File: src/rtl/sfifo_pkg.sv
package sfifo_pkg;
    typedef enum logic [1:0] {
        FILL_EMPTY = 2'd0,
        FILL_PART  = 2'd1,
        FILL_FULL  = 2'd2
    } fill_state_t;

    typedef enum logic {
        OVR_CLEAR = 1'b0,
        OVR_SET   = 1'b1
    } ovr_state_t;

    localparam int unsigned BIT_TNF = 2;
    localparam int unsigned BIT_RNE = 3;
    localparam int unsigned BIT_BSY = 4;
    localparam int unsigned BIT_TSV = 5;
    localparam int unsigned BIT_RSV = 6;
    localparam int unsigned BIT_OVR = 7;
    localparam int unsigned LVL_LSB = 8;
endpackage

File: src/rtl/sfifo_buf.sv
module sfifo_buf
    import sfifo_pkg::*;
#(
    parameter int unsigned DATA_W = 16,
    parameter int unsigned DEPTH  = 16,
    localparam int unsigned PTR_W = $clog2(DEPTH),
    localparam int unsigned CNT_W = $clog2(DEPTH + 1)
) (
    input  logic              clk,
    input  logic              rst_n,
    input  logic              push,
    input  logic              pop,
    input  logic [DATA_W-1:0] wdata,
    output logic [DATA_W-1:0] rdata,
    output logic [CNT_W-1:0]  count,
    output logic              full,
    output logic              empty,
    output logic              drop
);
    fill_state_t            state, state_nxt;
    logic [DATA_W-1:0]      mem [DEPTH];
    logic [PTR_W-1:0]       wr_ptr, rd_ptr;
    logic [CNT_W-1:0]       cnt_nxt;
    logic                   do_push, do_pop;

    // pop/push acceptance per state
    always_comb begin
        do_pop  = 1'b0;
        do_push = 1'b0;
        unique case (state)
            FILL_EMPTY: begin
                do_pop  = 1'b0;
                do_push = push;
            end
            FILL_PART: begin
                do_pop  = pop;
                do_push = push;
            end
            FILL_FULL: begin
                do_pop  = pop;
                do_push = push && pop;
            end
            default: begin
                do_pop  = 1'b0;
                do_push = 1'b0;
            end
        endcase
        cnt_nxt = count;
        if (do_push && !do_pop) cnt_nxt = count + 1'b1;
        else if (do_pop && !do_push) cnt_nxt = count - 1'b1;
        if (cnt_nxt == '0) state_nxt = FILL_EMPTY;
        else if (cnt_nxt == CNT_W'(DEPTH)) state_nxt = FILL_FULL;
        else state_nxt = FILL_PART;
    end

    // state register
    always_ff @(posedge clk) begin
        if (!rst_n) begin
            state  <= FILL_EMPTY;
            count  <= '0;
            wr_ptr <= '0;
            rd_ptr <= '0;
        end else begin
            state <= state_nxt;
            count <= cnt_nxt;
            if (do_push) wr_ptr <= (wr_ptr == PTR_W'(DEPTH - 1)) ? '0 : wr_ptr + 1'b1;
            if (do_pop)  rd_ptr <= (rd_ptr == PTR_W'(DEPTH - 1)) ? '0 : rd_ptr + 1'b1;
        end
    end

    always_ff @(posedge clk) begin
        if (do_push) mem[wr_ptr] <= wdata;
    end

    // outputs
    always_comb begin
        full  = (state == FILL_FULL);
        empty = (state == FILL_EMPTY);
        drop  = push && !do_push;
        rdata = mem[rd_ptr];
    end


    push_full_drop_chk: assert property (@(posedge clk) disable iff (!rst_n)
        (state == FILL_FULL && push && !pop) |=> (count == CNT_W'(DEPTH)));

    pop_empty_chk: assert property (@(posedge clk) disable iff (!rst_n)
        (state == FILL_EMPTY && pop && !push) |=> (state == FILL_EMPTY));

    push_pop_level_chk: assert property (@(posedge clk) disable iff (!rst_n)
        (push && pop && state != FILL_EMPTY) |=> $stable(count));

    no_overflow_chk: assert property (@(posedge clk) disable iff (!rst_n)
        count <= CNT_W'(DEPTH));
endmodule

File: src/rtl/sfifo_ovr.sv
module sfifo_ovr
    import sfifo_pkg::*;
(
    input  logic clk,
    input  logic rst_n,
    input  logic hit,
    input  logic clr,
    output logic flag
);
    ovr_state_t state, state_nxt;

    always_comb begin
        state_nxt = state;
        unique case (state)
            OVR_CLEAR: if (hit) state_nxt = OVR_SET;
            OVR_SET:   if (clr && !hit) state_nxt = OVR_CLEAR;
            default:   state_nxt = OVR_CLEAR;
        endcase
    end

    always_ff @(posedge clk) begin
        if (!rst_n) state <= OVR_CLEAR;
        else        state <= state_nxt;
    end

    always_comb flag = (state == OVR_SET);


    ovr_set_chk: assert property (@(posedge clk) disable iff (!rst_n)
        hit |=> flag);

    ovr_sticky_chk: assert property (@(posedge clk) disable iff (!rst_n)
        (flag && !clr) |=> flag);
endmodule

File: src/rtl/sfifo_thresh.sv
module sfifo_thresh #(
    parameter int unsigned DEPTH = 16,
    localparam int unsigned THR_W = $clog2(DEPTH),
    localparam int unsigned CNT_W = $clog2(DEPTH + 1)
) (
    input  logic [CNT_W-1:0] tx_cnt,
    input  logic [CNT_W-1:0] rx_cnt,
    input  logic [THR_W-1:0] tx_thr,
    input  logic [THR_W-1:0] rx_thr,
    output logic             tx_svc,
    output logic             rx_svc
);
    logic [CNT_W-1:0] tx_lim, rx_lim;

    always_comb begin
        tx_lim = CNT_W'(tx_thr) + 1'b1;
        rx_lim = CNT_W'(rx_thr) + 1'b1;
        tx_svc = (tx_cnt <= tx_lim);
        rx_svc = (rx_cnt >= rx_lim);
    end
endmodule

File: src/rtl/sfifo_irq_top.sv
module sfifo_irq_top
    import sfifo_pkg::*;
#(
    parameter int unsigned DATA_W = 16,
    parameter int unsigned DEPTH  = 16,
    localparam int unsigned LVL_W  = $clog2(DEPTH),
    localparam int unsigned CNT_W  = $clog2(DEPTH + 1),
    localparam int unsigned STAT_W = LVL_LSB + 2 * LVL_W
) (
    input  logic              clk,
    input  logic              rst_n,
    input  logic              tx_push,
    input  logic [DATA_W-1:0] tx_wdata,
    input  logic              tx_pop,
    output logic [DATA_W-1:0] tx_rdata,
    input  logic              rx_push,
    input  logic [DATA_W-1:0] rx_wdata,
    input  logic              rx_pop,
    output logic [DATA_W-1:0] rx_rdata,
    input  logic              busy_in,
    input  logic [LVL_W-1:0]  tx_thr,
    input  logic [LVL_W-1:0]  rx_thr,
    input  logic              tx_irq_en,
    input  logic              rx_irq_en,
    input  logic              test_tx_svc,
    input  logic              test_rx_svc,
    input  logic              test_rx_ovr,
    input  logic              ovr_clr,
    output logic [STAT_W-1:0] status,
    output logic              tx_irq,
    output logic              rx_irq
);
    logic [CNT_W-1:0] tx_cnt, rx_cnt;
    logic tx_full, tx_empty, tx_drop;
    logic rx_full, rx_empty, rx_drop;
    logic tx_svc, rx_svc, ovr_flag;
    logic tsv_eff, rsv_eff, ovr_eff;

    sfifo_buf #(.DATA_W(DATA_W), .DEPTH(DEPTH)) u_txq (
        .clk(clk), .rst_n(rst_n), .push(tx_push), .pop(tx_pop),
        .wdata(tx_wdata), .rdata(tx_rdata), .count(tx_cnt),
        .full(tx_full), .empty(tx_empty), .drop(tx_drop)
    );

    sfifo_buf #(.DATA_W(DATA_W), .DEPTH(DEPTH)) u_rxq (
        .clk(clk), .rst_n(rst_n), .push(rx_push), .pop(rx_pop),
        .wdata(rx_wdata), .rdata(rx_rdata), .count(rx_cnt),
        .full(rx_full), .empty(rx_empty), .drop(rx_drop)
    );

    sfifo_thresh #(.DEPTH(DEPTH)) u_thr (
        .tx_cnt(tx_cnt), .rx_cnt(rx_cnt), .tx_thr(tx_thr), .rx_thr(rx_thr),
        .tx_svc(tx_svc), .rx_svc(rx_svc)
    );

    sfifo_ovr u_ovr (
        .clk(clk), .rst_n(rst_n), .hit(rx_drop), .clr(ovr_clr), .flag(ovr_flag)
    );

    always_comb begin
        tsv_eff = tx_svc | test_tx_svc;
        rsv_eff = rx_svc | test_rx_svc;
        ovr_eff = ovr_flag | test_rx_ovr;
        status = '0;
        status[BIT_TNF] = !tx_full;
        status[BIT_RNE] = !rx_empty;
        status[BIT_BSY] = busy_in;
        status[BIT_TSV] = tsv_eff;
        status[BIT_RSV] = rsv_eff;
        status[BIT_OVR] = ovr_eff;
        status[LVL_LSB +: LVL_W]         = tx_cnt[LVL_W-1:0];
        status[LVL_LSB + LVL_W +: LVL_W] = rx_cnt[LVL_W-1:0];
        tx_irq = tx_irq_en & tsv_eff;
        rx_irq = (rx_irq_en & rsv_eff) | ovr_eff;
    end


    test_ovr_force_chk: assert property (@(posedge clk) disable iff (!rst_n)
        test_rx_ovr |-> rx_irq);

    ovr_irq_chk: assert property (@(posedge clk) disable iff (!rst_n)
        $rose(ovr_flag) |-> rx_irq);

    tx_full_flag_chk: assert property (@(posedge clk) disable iff (!rst_n)
        tx_full |-> !tx_empty);

    tx_drop_level_chk: assert property (@(posedge clk) disable iff (!rst_n)
        tx_drop |=> $stable(tx_cnt));
endmodule

File: config.mk
export PLATFORM = sky130hd
export DESIGN_NAME = sfifo_irq_top
export DESIGN_NICKNAME = d
export VERILOG_FILES = /design/src/rtl/sfifo_pkg.sv /design/src/rtl/sfifo_buf.sv /design/src/rtl/sfifo_ovr.sv /design/src/rtl/sfifo_thresh.sv /design/src/rtl/sfifo_irq_top.sv
export SDC_FILE = /design/constraint.sdc
export NUM_CORES = 1
export LEC_CHECK = 0
export ABC_AREA = 1
export BUFFER_PORTS_ARGS = -buffer_cell sky130_fd_sc_hd__buf_2
export CAP_MARGIN = 20
export CORE_MARGIN = 2
export CORE_UTILIZATION = 45
export CTS_BUF_LIST = sky130_fd_sc_hd__clkbuf_4 sky130_fd_sc_hd__clkbuf_8 sky130_fd_sc_hd__clkbuf_16
export DETAILED_ROUTE_END_ITERATION = 8
export GPL_ROUTABILITY_DRIVEN = 0
export SLEW_MARGIN = 20
export SYNTH_ARGS = -nofsm -noshare
export SYNTH_HDL_FRONTEND = slang
export SYNTH_SLANG_ARGS = --single-unit
File: constraint.sdc
create_clock -name clk -period 2.1 [get_ports clk]
set_input_delay 0.315 -clock clk [delete_from_list [all_inputs] [get_ports clk]]
set_output_delay 0.315 -clock clk [all_outputs]
set_load 0.03 [all_outputs]
* Word level (Yosys, flattened, before mapping)
Memory sizes are Yosys's and may differ from the RTL's. A register that Yosys moved wholly into a read port is not among the register bits. Cells that the tools add are included.
Storage, ports and cells: flip-flop bits (word level) 31, bits in latches 0, bits in writable memories 512, bits in read-only memories 0, input bits 53, output and inout bits 50, word-level logic and storage cells 91, memories 2
Cells by class: $add $sub $neg 10, multipliers 0, div/mod/pow operators 0, magnitude comparators 2, eq/ne operators 10, shift-type cells 0, mux-type cells 25, bitwise logic cells 8, reductions and logical operators 25
Memories:
- u_rxq.mem | words 16, bits a word 16, read ports 1, clocked after Yosys merged registers in 1, write ports 1, line sfifo_buf.sv:21 | logic [DATA_W-1:0] mem [DEPTH];
- u_txq.mem | words 16, bits a word 16, read ports 1, clocked after Yosys merged registers in 1, write ports 1, line sfifo_buf.sv:21
Operator list (count):
- 4-bit 2-to-1 mux | 8
- 5-bit 2-to-1 mux | 4
- 4-bit by 1-bit adder with 4-bit output, second input constant | 4
- 4-bit == test, second input constant | 4
- 2-bit OR reduction | 6
- 4-bit by 1-bit adder with 5-bit output, second input constant | 2
- 5-bit by 1-bit adder with 5-bit output, second input constant | 2
- 5-bit == test, second input constant | 2
- 5-bit logical NOT | 2
- 5-bit by 1-bit subtractor with 5-bit output, second input constant | 2
- 1-bit logical AND | 8
- 1-bit 2-to-1 mux | 8
- 1-bit logical NOT | 7
- 1-bit case mux with 2 select lines | 3
- 5-bit >= comparator | 1
- 5-bit <= comparator | 1
- 2-bit by 1-bit == test with 1-bit output, second input constant | 2
- 2-bit == test, second input constant | 2
- 2-bit logical NOT | 2
- 2-bit 2-to-1 mux | 2
- 1-bit OR | 4
- 1-bit bitwise AND | 2
- 1-bit inverter | 2

* Depth between registers and ports, before layout
depth after elaboration 9, depth in mapped cells 13, mapped depth without buffers 13

* Cells and area by module
From an unflattened synthesis, not the netlist that was laid out.
Unflattened totals: cells, all modules 1817, area total of the unflattened synthesis 22569.1 um^2
Modules (own cells, without submodules):
- sfifo_buf (u_rxq) | instances 1, cells an instance 904, area each 11114.4 um^2, seq. area each 8067.7 um^2
- sfifo_buf (u_txq) | instances 1, cells an instance 841, area each 10989.3 um^2, seq. area each 8067.7 um^2
- sfifo_thresh | instances 1, cells an instance 50, area each 329.1 um^2, seq. area each 0.0 um^2
- sfifo_irq_top | instances 1, cells an instance 16, area each 92.6 um^2, seq. area each 0.0 um^2
- sfifo_ovr | instances 1, cells an instance 6, area each 43.8 um^2, seq. area each 20.0 um^2

* Worst setup path after synthesis
OpenSTA, ideal clock, no wires.
path type input-to-output, start point input port tx_thr[0], end point output port tx_irq, data arrival time 1.912 ns, setup slack -0.127 ns, stages 6, path through ha_1 -> xnor2_1 -> ha_1 -> a21oi_1 -> o221ai_1 -> a21boi_0
On the way: word-level cells in the longest chain between the ends 4
RTL lines:
- start: declaration | line sfifo_irq_top.sv:21 | input logic [LVL_W-1:0] tx_thr,
- 4-bit by 1-bit adder with 5-bit output | line sfifo_thresh.sv:16 | tx_lim = CNT_W'(tx_thr) + 1'b1;
- 5-bit <= comparator | line sfifo_thresh.sv:18 | tx_svc = (tx_cnt <= tx_lim);
- 1-bit OR | line sfifo_irq_top.sv:61 | tsv_eff = tx_svc | test_tx_svc;
- 1-bit bitwise AND | line sfifo_irq_top.sv:73 | tx_irq = tx_irq_en & tsv_eff;
- end: declaration | line sfifo_irq_top.sv:30 | output logic tx_irq,
No other way between the ends.

==> results.sh <==
export IMPL_synth_compound_area_share=0.117
export IMPL_antenna_found_initial=5
export IMPL_synthXorXnorAreaFrac=0.00467
export IMPL_synthDistinctLibCells=36
export IMPL_reg2reg_depth=9
export IMPL_utilization=0.583
export IMPL_start_kind="register"
export IMPL_grt_overflow_total=0
export IMPL_fin_nets=2093
export IMPL_place_ws_ns=-0.0481
export IMPL_die_h_um=228
export IMPL_ctsHtreeMaxLevel=2
export IMPL_syn_to_final_growth_pct=27.2
export IMPL_worst_clock_skew_ns=0.0302
export IMPL_grt_max_degree=57
export IMPL_die_area_um2=51800
export IMPL_slew_violations=0
export IMPL_wl_per_cell_um=22.8
export IMPL_ys_seq_area_frac=0.717
export IMPL_synth_simple_gate_area_frac=0.105
export IMPL_cts_made_buffers=55
export IMPL_synth_top_family_by_area="compound AO/OA/AOI/OAI gates"
export IMPL_crit_end="rx_rdata[0]"
export IMPL_drt_vias_per_instance=5.67
export IMPL_arrival_ns=2.26
export IMPL_drc=0
export IMPL_hold_viol_final=0
export IMPL_root_buffer="clkbuf_16"
export IMPL_period_share=1.23
export IMPL_detail_route_antenna_nets=0
export IMPL_worst_slack_ns=-0.477
export IMPL_finalPower_mw=36.8
export IMPL_fp_dieW_um=228
export IMPL_r2r_end="u_ovr.flag$_SDFF_PN0_"
export IMPL_dp_final_hpwl_um=32000
export IMPL_powerDensity_nw_per_um2=1290
export IMPL_drive_above_1_share=0.261
export IMPL_required_ns=1.78
export IMPL_worstHoldPathCells=3
export IMPL_synth_area_per_cell_um2=12.4
export IMPL_grt_pass1_wl_um=91400
export IMPL_start_util=0.458
export IMPL_synth_area_um2=22500
export IMPL_first_global_vias=15089
export IMPL_finalSetupViolCount=36
export IMPL_status="finished, violations left"
export IMPL_cts_buffer_depth=3
export IMPL_yosysWarningCount=0
export IMPL_hold_path_class="input port to register"
export IMPL_endpoint_kind="primary output"
export IMPL_clk_pin_slew_worst_paths_ns=0.06
export IMPL_fmax_mhz=388
export IMPL_r2r_start="u_rxq.state[1]$_SDFF_PP0_"
export IMPL_core_area_um2=49200
export IMPL_syn_inst=1815
export IMPL_vias=15385
export IMPL_grt_usage=0.230
export IMPL_rsz0062_at_grt="true"
export IMPL_min_period_ns=2.58
export IMPL_max_cap_violations=0
export IMPL_synthMuxAreaShare=0.000444
export IMPL_drt_iter0_markers=1582
export IMPL_wl_um=61900
export IMPL_ys_ff_latch=551
export IMPL_cp_max_fo=7
export IMPL_layout_common_cells="edfxtp_1, nor2_1, o21ai_0, nand2_1, o21ai_1"
export IMPL_num_rows=81
export IMPL_cts_sinks=551
export IMPL_violations="negative setup slack"
export IMPL_fin_area_um2=28600
export IMPL_clkLatencyLatePin_ns=0.63
export IMPL_p_leak_nw=9.85
export IMPL_ir_worst_vdd_v=0.000807
export IMPL_final_common_cell="edfxtp_1"
export IMPL_path_class="register to primary output"
export IMPL_numPortBuffers=98
export IMPL_io_pins=103
export IMPL_synth_adder_area_share=0.0189
export IMPL_tritoncts="built"
export IMPL_drtPass1Iterations=5
export IMPL_rrSetupSlack_ns=0.12
export IMPL_dpl_cell_area_um2=24600
critical path, cell delays in order (launching register included):
cell and delay, ns:
dfxtp_4 0.47, clkinv_8 0.17, buf_12 0.18, buf_16 0.15, nor2_4 0.08, o22ai_2 0.08
o211ai_1 0.20, nand2_2 0.13, buf_6 0.16
kinds of logic after synthesis:
kind of cell / after synthesis
AND/OR/NAND/NOR: 590
AO/OA/AOI/OAI: 441
multiplexers: 1
adder cells (fa/ha/maj): 34
XOR/XNOR: 12
other: 1
buffers and inverters: 185
flip-flops: 551
layer usage:
metal,up-vias,global-route usage,share of wire
met4,4,0.0658,0.025
met3,118,0.0356,0.067
met2,602,0.385,0.49
met1,7639,0.311,0.41
li1,7022,-,-
met5,-,0,0.00040
stage by stage:
| step | hold slack, ns | TNS, ns | instances |
|---|---|---|---|
| finish | 0.0541 | -12.33 | 2715 |
| global route | 0.0597 | -15.37 | 2715 |
| floorplan | 0.414 | -30.97 | 1816 |
| global placement | 0.473 | -0.0161 | 2547 |
| detailed placement | 0.477 | -0.0499 | 2547 |
| CTS | 0.0401 | -12.54 | 2701 |
cell type report:
cell class / instances / area [µm²]
timing repair inverter: 1 / 11.3
antenna: 2 / 5.00
multi-input combinational: 1080 / 6270
sequential: 551 / 16200
fill: 3796 / 20500
inverter: 64 / 263
timing repair buffer: 253 / 3200
tap: 664 / 831
clock inverter: 38 / 447
clock buffer: 62 / 1430
report_power, final:
part | leakage, nW | total, mW | internal, mW | switching (mW)
Combinational | 3.97 | 13.6 | 5.61 | 7.94
Sequential | 4.94 | 13.1 | 12.7 | 0.385
Clock | 0.935 | 10.2 | 6.00 | 4.20
Total | 9.85 | 36.8 | 24.3 | 12.5
sequential cells by signal, indices dropped and copies added (netlist names), named ones only:
register	count
u_rxq.wr_ptr	4
u_txq.state	2
u_txq.rd_ptr	4
u_ovr.flag	1
u_txq.wr_ptr	4
u_rxq.count	5
u_txq.mem	256
u_rxq.rd_ptr	4
u_txq.count	5
u_rxq.mem	256
u_rxq.state	2
synth_stat cells, drive strengths merged:
cell type | number | area share
edfxtp | 512 | 0.68
nor2 | 387 | 0.065
o21ai | 279 | 0.062
nand2 | 115 | 0.019
o211ai | 72 | 0.024
clkbuf | 68 | 0.011
nand3 | 67 | 0.015
inv | 63 | 0.011
o221ai | 57 | 0.022
buf | 53 | 0.015
dfxtp | 39 | 0.035
ha | 34 | 0.019
a21oi | 20 | 0.0044
nand4 | 12 | 0.0033
xor2 | 10 | 0.0039
o22ai | 8 | 0.0022
nor3 | 4 | 0.00089
or2 | 3 | 0.00083
nand3b | 2 | 0.00067
o21a | 2 | 0.00067
xnor2 | 2 | 0.00078
a21boi | 1 | 0.00033
a31oi | 1 | 0.00028
clkinv | 1 | 0.00017
conb | 1 | 0.00017
mux2i | 1 | 0.00044
o2111ai | 1 | 0.00039
what timing repair did:
action / CTS / global route
setup buffers: 29 / 4
pin swaps: 75 / 69
cloned: 23 / 12
endpoints found under the setup margin: 36 / 120
hold buffers: 2 / 0
gates resized for setup: 261 / 133
endpoints found under the hold margin: 1 / 0
worst min-delay path by stage:
stage,to,slack [ns],from
4_1_cts,u_rxq.mem[0][11]$_DFFE_PP_,0.04,rx_wdata[11]
3_3_place_gp,register,0.47,u_txq.rd_ptr[2]$_SDFFE_PN0N_
2_1_floorplan,u_rxq.mem[0][0]$_DFFE_PP_,0.41,rx_wdata[0]
5_1_grt,u_rxq.mem[0][11]$_DFFE_PP_,0.06,rx_wdata[11]
3_5_place_dp,register,0.48,u_txq.rd_ptr[2]$_SDFFE_PN0N_
6_report,register,0.05,rst_n
(Power assumes the default switching activity.)
